===== config.mk =====
export PLATFORM = sky130hd
export DESIGN_NAME = home_dir_ctrl
export DESIGN_NICKNAME = d
export VERILOG_FILES = /design/src/rtl/coh_pkg.sv /design/src/rtl/home_dir_store.sv /design/src/rtl/home_dir_txn.sv /design/src/rtl/home_dir_ctrl.sv
export SDC_FILE = /design/constraint.sdc
export NUM_CORES = 1
export LEC_CHECK = 0
export CORE_UTILIZATION = 35
export CTS_CLUSTER_DIAMETER = 50
export DETAILED_ROUTE_END_ITERATION = 12
export DONT_BUFFER_PORTS = 1
export GPL_ROUTABILITY_DRIVEN = 0
export SLEW_MARGIN = 15
export SYNTH_ARGS = -nofsm -noshare
export SYNTH_HDL_FRONTEND = slang
export SYNTH_SLANG_ARGS = --single-unit

===== constraint.sdc =====
create_clock -name clk -period 7.9 [get_ports clk]
set_clock_uncertainty 0.15 [all_clocks]
set_input_delay 0.79 -clock clk [delete_from_list [all_inputs] [get_ports clk]]
set_output_delay 0.79 -clock clk [all_outputs]
set_load 0.01 [all_outputs]

===== src/rtl/coh_pkg.sv =====
// Shared encodings for the home-node directory controller.
// Assumes: all modules of the controller import this package.
package coh_pkg;
    typedef enum logic [1:0] {
        LN_UNCACHED = 2'b00,
        LN_SHARED   = 2'b01,
        LN_DIRTY    = 2'b10
    } line_st_e;

    typedef enum logic [1:0] {
        RQ_READ   = 2'd0,
        RQ_EXCL   = 2'd1,
        RQ_NOTIFY = 2'd2,
        RQ_RSVD   = 2'd3
    } req_e;

    typedef enum logic [2:0] {
        RS_MEMDATA   = 3'd0,
        RS_FORWARD   = 3'd1,
        RS_GRANT     = 3'd2,
        RS_NACK      = 3'd3,
        RS_NOTIFY_OK = 3'd4
    } rsp_e;

    typedef enum logic [1:0] {
        TX_INV    = 2'd0,
        TX_FWD_RD = 2'd1,
        TX_FWD_EX = 2'd2
    } txn_e;
endpackage


===== src/rtl/home_dir_store.sv =====
// Directory storage: per-line state, sharer vector and owner.
// One combinational read port and two write ports. Port A is written by
// the request path and port B by the completion path.
// Assumes: both ports never write the same line in one cycle, because the
// busy line refuses requests.
module home_dir_store
    import coh_pkg::*;
#(
    parameter int LINES  = 16,
    parameter int NODES  = 16,
    parameter int NODE_W = 8,
    parameter int LINE_W = 4
) (
    input  logic              clk,
    input  logic              rst_n,
    input  logic [LINE_W-1:0] rd_line,
    output line_st_e          rd_st,
    output logic [NODES-1:0]  rd_sh,
    output logic [NODE_W-1:0] rd_own,
    input  logic              wa_en,
    input  logic [LINE_W-1:0] wa_line,
    input  line_st_e          wa_st,
    input  logic [NODES-1:0]  wa_sh,
    input  logic [NODE_W-1:0] wa_own,
    input  logic              wb_en,
    input  logic [LINE_W-1:0] wb_line,
    input  line_st_e          wb_st,
    input  logic [NODES-1:0]  wb_sh,
    input  logic [NODE_W-1:0] wb_own
);
    line_st_e          st_q  [LINES];
    logic [NODES-1:0]  sh_q  [LINES];
    logic [NODE_W-1:0] own_q [LINES];

    // Read the addressed entry.
    assign rd_st  = st_q[rd_line];
    assign rd_sh  = sh_q[rd_line];
    assign rd_own = own_q[rd_line];

    // Clear all entries on reset, otherwise apply both write ports.
    always_ff @(posedge clk) begin
        if (!rst_n) begin
            for (int i = 0; i < LINES; i++) begin
                st_q[i]  <= LN_UNCACHED;
                sh_q[i]  <= '0;
                own_q[i] <= '0;
            end
        end else begin
            if (wa_en) begin
                st_q[wa_line]  <= wa_st;
                sh_q[wa_line]  <= wa_sh;
                own_q[wa_line] <= wa_own;
            end
            if (wb_en) begin
                st_q[wb_line]  <= wb_st;
                sh_q[wb_line]  <= wb_sh;
                own_q[wb_line] <= wb_own;
            end
        end
    end

    // a busy line never takes a request-path write in the same cycle as its completion.
    p_no_port_clash_r9: assert property (@(posedge clk) disable iff (!rst_n)
        !(wa_en && wb_en && wa_line == wb_line));
endmodule


===== src/rtl/home_dir_txn.sv =====
// Transaction slot: holds the one line that has an invalidation round or a
// forward open. Counts acknowledgements down and raises done for one cycle
// on the last acknowledgement or on the write-back.
// Assumes: start is raised only while the slot is free.
module home_dir_txn
    import coh_pkg::*;
#(
    parameter int NODE_W = 8,
    parameter int LINE_W = 4,
    parameter int CNT_W  = 5
) (
    input  logic              clk,
    input  logic              rst_n,
    input  logic              start,
    input  txn_e              start_kind,
    input  logic [LINE_W-1:0] start_line,
    input  logic [NODE_W-1:0] start_req,
    input  logic [NODE_W-1:0] start_own,
    input  logic [CNT_W-1:0]  start_cnt,
    input  logic              ack,
    input  logic              wb,
    output logic              busy,
    output logic [LINE_W-1:0] cur_line,
    output logic              done,
    output txn_e              done_kind,
    output logic [NODE_W-1:0] done_req,
    output logic [NODE_W-1:0] done_own
);
    txn_e              kind_q;
    logic [CNT_W-1:0]  cnt_q;

    // Completion: last acknowledgement of a round, or the write-back of a forward.
    assign done = busy && ((kind_q == TX_INV) ? (ack && cnt_q == CNT_W'(1)) : wb);
    assign done_kind = kind_q;

    // Open, count down and close the slot.
    always_ff @(posedge clk) begin
        if (!rst_n) begin
            busy     <= 1'b0;
            kind_q   <= TX_INV;
            cnt_q    <= '0;
            cur_line <= '0;
            done_req <= '0;
            done_own <= '0;
        end else if (done) begin
            busy <= 1'b0;
        end else if (start) begin
            busy     <= 1'b1;
            kind_q   <= start_kind;
            cnt_q    <= start_cnt;
            cur_line <= start_line;
            done_req <= start_req;
            done_own <= start_own;
        end else if (busy && kind_q == TX_INV && ack) begin
            cnt_q <= cnt_q - CNT_W'(1);
        end
    end

    // the slot is never opened twice.
    p_start_when_free_r9: assert property (@(posedge clk) disable iff (!rst_n)
        start |-> !busy);
    // an open invalidation round always expects at least one acknowledgement.
    p_round_has_count_r5: assert property (@(posedge clk) disable iff (!rst_n)
        (busy && kind_q == TX_INV) |-> cnt_q != '0);
endmodule


===== src/rtl/home_dir_ctrl.sv =====
// Home-node directory coherence controller (top).
// Decodes one request per cycle against the directory entry. It answers
// from memory, forwards to the owner, grants at once, or opens an
// invalidation round in the transaction slot. A completion and a request
// may occur in the same cycle. Responses are registered, so they appear
// one cycle after the event that causes them.
// Assumes: acknowledgements and write-backs refer to the open transaction.
module home_dir_ctrl
    import coh_pkg::*;
#(
    parameter int NODES  = 16,
    parameter int NODE_W = 8,
    parameter int LINES  = 16,
    localparam int LINE_W = (LINES > 1) ? $clog2(LINES) : 1,
    localparam int CNT_W  = $clog2(NODES + 1)
) (
    input  logic              clk,
    input  logic              rst_n,
    input  logic              req_valid,
    input  logic [1:0]        req_type,
    input  logic [NODE_W-1:0] req_node,
    input  logic [LINE_W-1:0] req_line,
    input  logic              inv_ack,
    input  logic              wb_done,
    output logic              rsp_valid,
    output logic [2:0]        rsp_kind,
    output logic [NODE_W-1:0] rsp_node,
    output logic [NODE_W-1:0] rsp_peer,
    output logic [LINE_W-1:0] rsp_line,
    output logic              inv_valid,
    output logic [NODES-1:0]  inv_mask,
    output logic [LINE_W-1:0] inv_line,
    output logic              gnt_valid,
    output logic [NODE_W-1:0] gnt_node,
    output logic [LINE_W-1:0] gnt_line
);
    localparam logic [NODES-1:0] ONE_BIT = {{(NODES-1){1'b0}}, 1'b1};

    line_st_e          rd_st, wa_st, wb_st;
    logic [NODES-1:0]  rd_sh, wa_sh, wb_sh, req_bit, others;
    logic [NODE_W-1:0] rd_own, wa_own, wb_own;
    logic              wa_en;
    logic              busy, done, start, node_ok, line_busy;
    logic [LINE_W-1:0] cur_line;
    txn_e              done_kind, start_kind;
    logic [NODE_W-1:0] done_req, done_own, d_dst;
    logic [CNT_W-1:0]  inv_cnt;
    logic              d_rsp_v, d_inv_v;
    rsp_e              d_kind;
    req_e              rtype;

    assign rtype     = req_e'(req_type);
    assign node_ok   = 32'(req_node) < NODES;
    assign req_bit   = node_ok ? (ONE_BIT << req_node) : '0;
    assign others    = rd_sh & ~req_bit;
    assign line_busy = busy && cur_line == req_line;

    home_dir_store #(.LINES(LINES), .NODES(NODES), .NODE_W(NODE_W), .LINE_W(LINE_W)) u_store (
        .clk, .rst_n, .rd_line(req_line), .rd_st, .rd_sh, .rd_own,
        .wa_en, .wa_line(req_line), .wa_st, .wa_sh, .wa_own,
        .wb_en(done), .wb_line(cur_line), .wb_st, .wb_sh, .wb_own
    );

    home_dir_txn #(.NODE_W(NODE_W), .LINE_W(LINE_W), .CNT_W(CNT_W)) u_txn (
        .clk, .rst_n, .start, .start_kind, .start_line(req_line), .start_req(req_node),
        .start_own(rd_own), .start_cnt(inv_cnt), .ack(inv_ack), .wb(wb_done),
        .busy, .cur_line, .done, .done_kind, .done_req, .done_own
    );

    // Count the sharers that must acknowledge an invalidation.
    always_comb begin
        inv_cnt = '0;
        for (int i = 0; i < NODES; i++) inv_cnt = inv_cnt + CNT_W'(others[i]);
    end

    // Decide the action for the incoming request.
    always_comb begin
        d_rsp_v    = 1'b0;
        d_kind     = RS_NACK;
        d_dst      = req_node;
        d_inv_v    = 1'b0;
        wa_en      = 1'b0;
        wa_st      = rd_st;
        wa_sh      = rd_sh;
        wa_own     = rd_own;
        start      = 1'b0;
        start_kind = TX_INV;
        if (req_valid) begin
            d_rsp_v = 1'b1;
            if (node_ok && rtype != RQ_RSVD && !line_busy) begin
                case (rtype)
                    RQ_READ: begin
                        if (rd_st == LN_DIRTY) begin
                            if (!busy) begin
                                d_kind     = RS_FORWARD;
                                d_dst      = rd_own;
                                start      = 1'b1;
                                start_kind = TX_FWD_RD;
                            end
                        end else begin
                            d_kind = RS_MEMDATA;
                            wa_en  = 1'b1;
                            wa_st  = LN_SHARED;
                            wa_sh  = rd_sh | req_bit;
                        end
                    end
                    RQ_EXCL: begin
                        if (rd_st == LN_UNCACHED || (rd_st == LN_SHARED && others == '0) ||
                            (rd_st == LN_DIRTY && rd_own == req_node)) begin
                            d_kind = RS_GRANT;
                            wa_en  = 1'b1;
                            wa_st  = LN_DIRTY;
                            wa_sh  = '0;
                            wa_own = req_node;
                        end else if (!busy) begin
                            start = 1'b1;
                            if (rd_st == LN_SHARED) begin
                                d_rsp_v    = 1'b0;
                                d_inv_v    = 1'b1;
                                start_kind = TX_INV;
                            end else begin
                                d_kind     = RS_FORWARD;
                                d_dst      = rd_own;
                                start_kind = TX_FWD_EX;
                            end
                        end
                    end
                    RQ_NOTIFY: begin
                        if ((rd_st == LN_SHARED && rd_sh == req_bit) ||
                            (rd_st == LN_DIRTY && rd_own == req_node)) begin
                            d_kind = RS_NOTIFY_OK;
                            wa_en  = 1'b1;
                            wa_st  = LN_DIRTY;
                            wa_sh  = '0;
                            wa_own = req_node;
                        end
                    end
                    default: ;
                endcase
            end
        end
    end

    // Entry written when the open transaction completes.
    always_comb begin
        wb_st  = LN_DIRTY;
        wb_sh  = '0;
        wb_own = done_req;
        if (done_kind == TX_FWD_RD) begin
            wb_st  = LN_SHARED;
            wb_sh  = (ONE_BIT << done_req) | (ONE_BIT << done_own);
            wb_own = done_own;
        end
    end

    // Register all outward messages.
    always_ff @(posedge clk) begin
        if (!rst_n) begin
            rsp_valid <= 1'b0;
            rsp_kind  <= '0;
            rsp_node  <= '0;
            rsp_peer  <= '0;
            rsp_line  <= '0;
            inv_valid <= 1'b0;
            inv_mask  <= '0;
            inv_line  <= '0;
            gnt_valid <= 1'b0;
            gnt_node  <= '0;
            gnt_line  <= '0;
        end else begin
            rsp_valid <= d_rsp_v;
            rsp_kind  <= d_kind;
            rsp_node  <= d_dst;
            rsp_peer  <= req_node;
            rsp_line  <= req_line;
            inv_valid <= d_inv_v;
            inv_mask  <= others;
            inv_line  <= req_line;
            gnt_valid <= done && done_kind == TX_INV;
            gnt_node  <= done_req;
            gnt_line  <= cur_line;
        end
    end

    // a response only follows a request.
    p_rsp_after_req_r2: assert property (@(posedge clk) disable iff (!rst_n)
        rsp_valid |-> $past(req_valid));
    // a forward leaves the slot occupied.
    p_fwd_holds_slot_r3: assert property (@(posedge clk) disable iff (!rst_n)
        (rsp_valid && rsp_kind == 3'(RS_FORWARD)) |-> busy);
    // an invalidation always names at least one node.
    p_inv_nonempty_r5: assert property (@(posedge clk) disable iff (!rst_n)
        inv_valid |-> inv_mask != '0);
    // a deferred grant follows an acknowledgement.
    p_gnt_after_ack_r6: assert property (@(posedge clk) disable iff (!rst_n)
        gnt_valid |-> $past(inv_ack));
endmodule


==> results.tsv <==
stage	metric	value	unit
status	status	completed	
global_routing	grt.busiest_layer	met2	
finish	synthToLayoutAreaGrowth	10.4	%
timing	setup-tns-final	0	ns
critical_path	path_max_fanout	27	
global_routing	grt_pass1_wl	121000	um
worst_hold_path	whs_endpoint	rsp_peer[3]	
global_routing	use_met1	32.4	%
yosys	synth_top_area_cell	edfxtp_1	
placement	hpwl	54600	um
timing	hold_viol	0	
critical_path	reg2reg_from	u_store.sh_q[14][3]	
yosys	synth.cell_area	24600	sq um
detailed_routing	viasPerCell	6.61	
detailed_routing	wire_per_inst	31.3	um
timing	fin_hold_ws	0.158	ns
cts	cts_buffers	54	
die	dieArea	71300	sq um
yosys	synth-edff-count	416	
yosys	synth_nets	1886	
worst_hold_path	hp-class	in2reg	
timing	setup_viol	0	
finish	nNetsFinal	1794	
cts	postCtsResizedCells	0	
timing	worst_slew_pin_slew	1.26	ns
global_routing	grt_overflow	0	
critical_path	reg2reg_slack	1.70	ns
placement	io_buffers	0	
critical_path	cp_data_arrival_time	6.30	ns
power_and_ir_drop	p_leak	8.98	nW
cts	hold_buffers	0	
detailed_routing	drt_iter0_markers	2793	
detailed_routing	drc	0	
die	rows	96	
die	ios	77	
critical_path	crit_chain	mux4_2 > mux4_2 > inv_1 > ha_1 > or4b_2 > or4_1 > o32ai_1 > a21oi_1 > a21oi_4 > nand3_4 > nand3_2	
detailed_routing	vias	17800	
cts	h-tree-depth	2	
critical_path	crit_path_max_incr_delay	0.82	ns
critical_path	cpMostUsedCell	mux4_2	
power_and_ir_drop	powerDensity	231	nW/um^2
critical_path	cp.required	8.00	ns
cts	cts_sinks	498	
worst_hold_path	min-delay-start	req_node[3]	
critical_path	end_kind	flip-flop	
timing	relSlewSlack	15.9	%
timing	slew_viol_final	0	
placement	dpl-instance-area	25300	sq um
yosys	synth_cell_type_count	76	
yosys	synth.area.top_cells	edfxtp_1, o22ai_1, mux4_2	
die	coreArea	69100	sq um
yosys	yosysWarnings	0	
cts	cts_tree	yes	
die	start_util	35.6	%
global_routing	grt_pass1_vias	16700	
detailed_routing	ant_nets	0	
finish	final_cell_mix	o22ai_1, edfxtp_1, mux4_2	
timing	max_freq	161	MHz
global_routing	grtUsageMet2	33.7	%
cts	worst_skew_pair.late_latency	0.62	ns
global_routing	antenna_found_initial	6	
finish	design_area	27100	sq um
critical_path	path_class	reg2reg	
cts	clkTransAtPathRegs	0.06	ns
power_and_ir_drop	power	6.26	mW
global_routing	grt_max_degree	118	
cts	clockRootBuffer	clkbuf_16	
critical_path	reg2reg_depth	11	
yosys	synthArstFlopShare	0	%
finish	layout-drive-gt1-share	18.8	%
detailed_routing	drt-pass1-iter-count	8	
worst_hold_path	whs_path_depth	1	
yosys	synth_top_flop_cell	edfxtp_1	
die	die_h	267	um
cts	post_cts_buffers	0	
finish	nFillCells	6335	
yosys	synthCells	1813	
critical_path	cp-start-kind	flip-flop	
critical_path	crit_path_top_delay_cell	a21oi_4	
die	die_w	267	um
global_routing	use_met3	8.35	%
detailed_routing	wl	84400	um
yosys	yosysSeqAreaShare	57.5	%
global_routing	grt_use_total	23.4	%
timing	rsz0062_at_grt	false	
yosys	synth_seq_cells	498	
flow_run	maxCapViolations	0	
power_and_ir_drop	vdd.ir_drop.worst	0.166	mV
cts	cts_max_path_buffers	3	
yosys	synth_area_per_cell	13.6	sq um
yosys	synth_top_cell_area_share	50.8	%
finish	layout.cells.most_common	o22ai_1	
timing	period_minus_slack	6.20	ns
critical_path	rr_endpoint	u_store.sh_q[5][8]	
timing	finalCritPeriodShare	78.5	%
worst max-delay path by stage:
stage                         from                   to  slack, ns
3_5_place_dp           req_node[7]   u_store.sh_q[5][1]       1.16
4_1_cts         u_store.sh_q[6][3]  u_store.own_q[5][5]       1.75
2_1_floorplan          req_line[1]  u_store.own_q[0][0]       0.89
3_3_place_gp           req_node[7]  u_store.sh_q[5][15]       1.27
5_1_grt                req_node[7]  u_store.own_q[5][5]       1.50
6_report       u_store.sh_q[14][3]   u_store.sh_q[5][8]       1.70
cell families after synthesis:
logic type | Yosys count | share of synthesized area [%]
adders and majority gates | 54 | 3.06
muxes | 165 | 12.6
buffers and inverters | 241 | 4.38
AOI/OAI and AO/OA | 522 | 14.2
and+or+nand+nor | 318 | 7.75
DFF | 498 | 57.5
xor gates and xnor gates | 15 | 0.535
cell usage after synthesis (15+ instances only):
cell      count
edfxtp_1    416
nand2_1      75
nor2b_1      31
o22ai_1     425
nand3_1      30
buf_4        15
buf_2        50
clkbuf_1    112
a21oi_2      15
inv_1        49
ha_1         44
mux2i_1      46
dfxtp_1      82
mux4_2      114
and2_1       44
nor2_1       38
report_power, final:
group	total (mW)	internal [mW]	switching (mW)
Sequential	2.98	2.93	0.0541
Clock	2.60	1.50	1.10
Combinational	0.678	0.249	0.429
Total	6.26	4.68	1.58
through the flow:
step	util (%)	setup WS [ns]	std cells
2_1_floorplan	-	0.890	1813
3_3_place_gp	36.7	1.27	2596
3_5_place_dp	36.7	1.16	2596
4_1_cts	39.3	1.75	2695
5_1_grt	39.3	1.50	2695
6_report	39.3	1.70	2696
flip-flops by register name (all words and copies together) (netlist names), 8 cells and up:
signal / count
rsp_peer: 8
u_store.st_q: 32
u_store.own_q: 128
u_store.sh_q: 256
u_txn.done_req: 8
gnt_node: 8
inv_mask: 16
u_txn.done_own: 8
rsp_node: 8
cell type report:
cell class / count / area, sq um / share of cell area [%]
repair buffers: 44 / 330 / 1.22
multi-input cells: 1074 / 9540 / 35.1
clock buffers: 73 / 1510 / 5.55
inverters: 49 / 184 / 0.678
flip-flops and latches: 498 / 14100 / 52.1
well taps: 931 / 1160 / 4.29
clock inverters: 26 / 280 / 1.03
diodes: 1 / 2.50 / 0.00922
critical path: cells and delay by family (launching register included):
kind | cells | cell delay, ns
AO/OA/AOI/OAI | 3 | 1.42
adder cells (fa/ha/maj) | 1 | 0.21
buffers and inverters | 1 | 0.09
flip-flops | 1 | 0.43
multiplexers | 2 | 1.06
AND/OR/NAND/NOR | 4 | 2.41
metal layers:
layer	share of wire, %	wire (um)
met1	38	32100
met2	43	36000
met3	16	13500
met4	3.3	2770
met5	0.033	28
No activity file was read; power rests on OpenSTA's default activity.
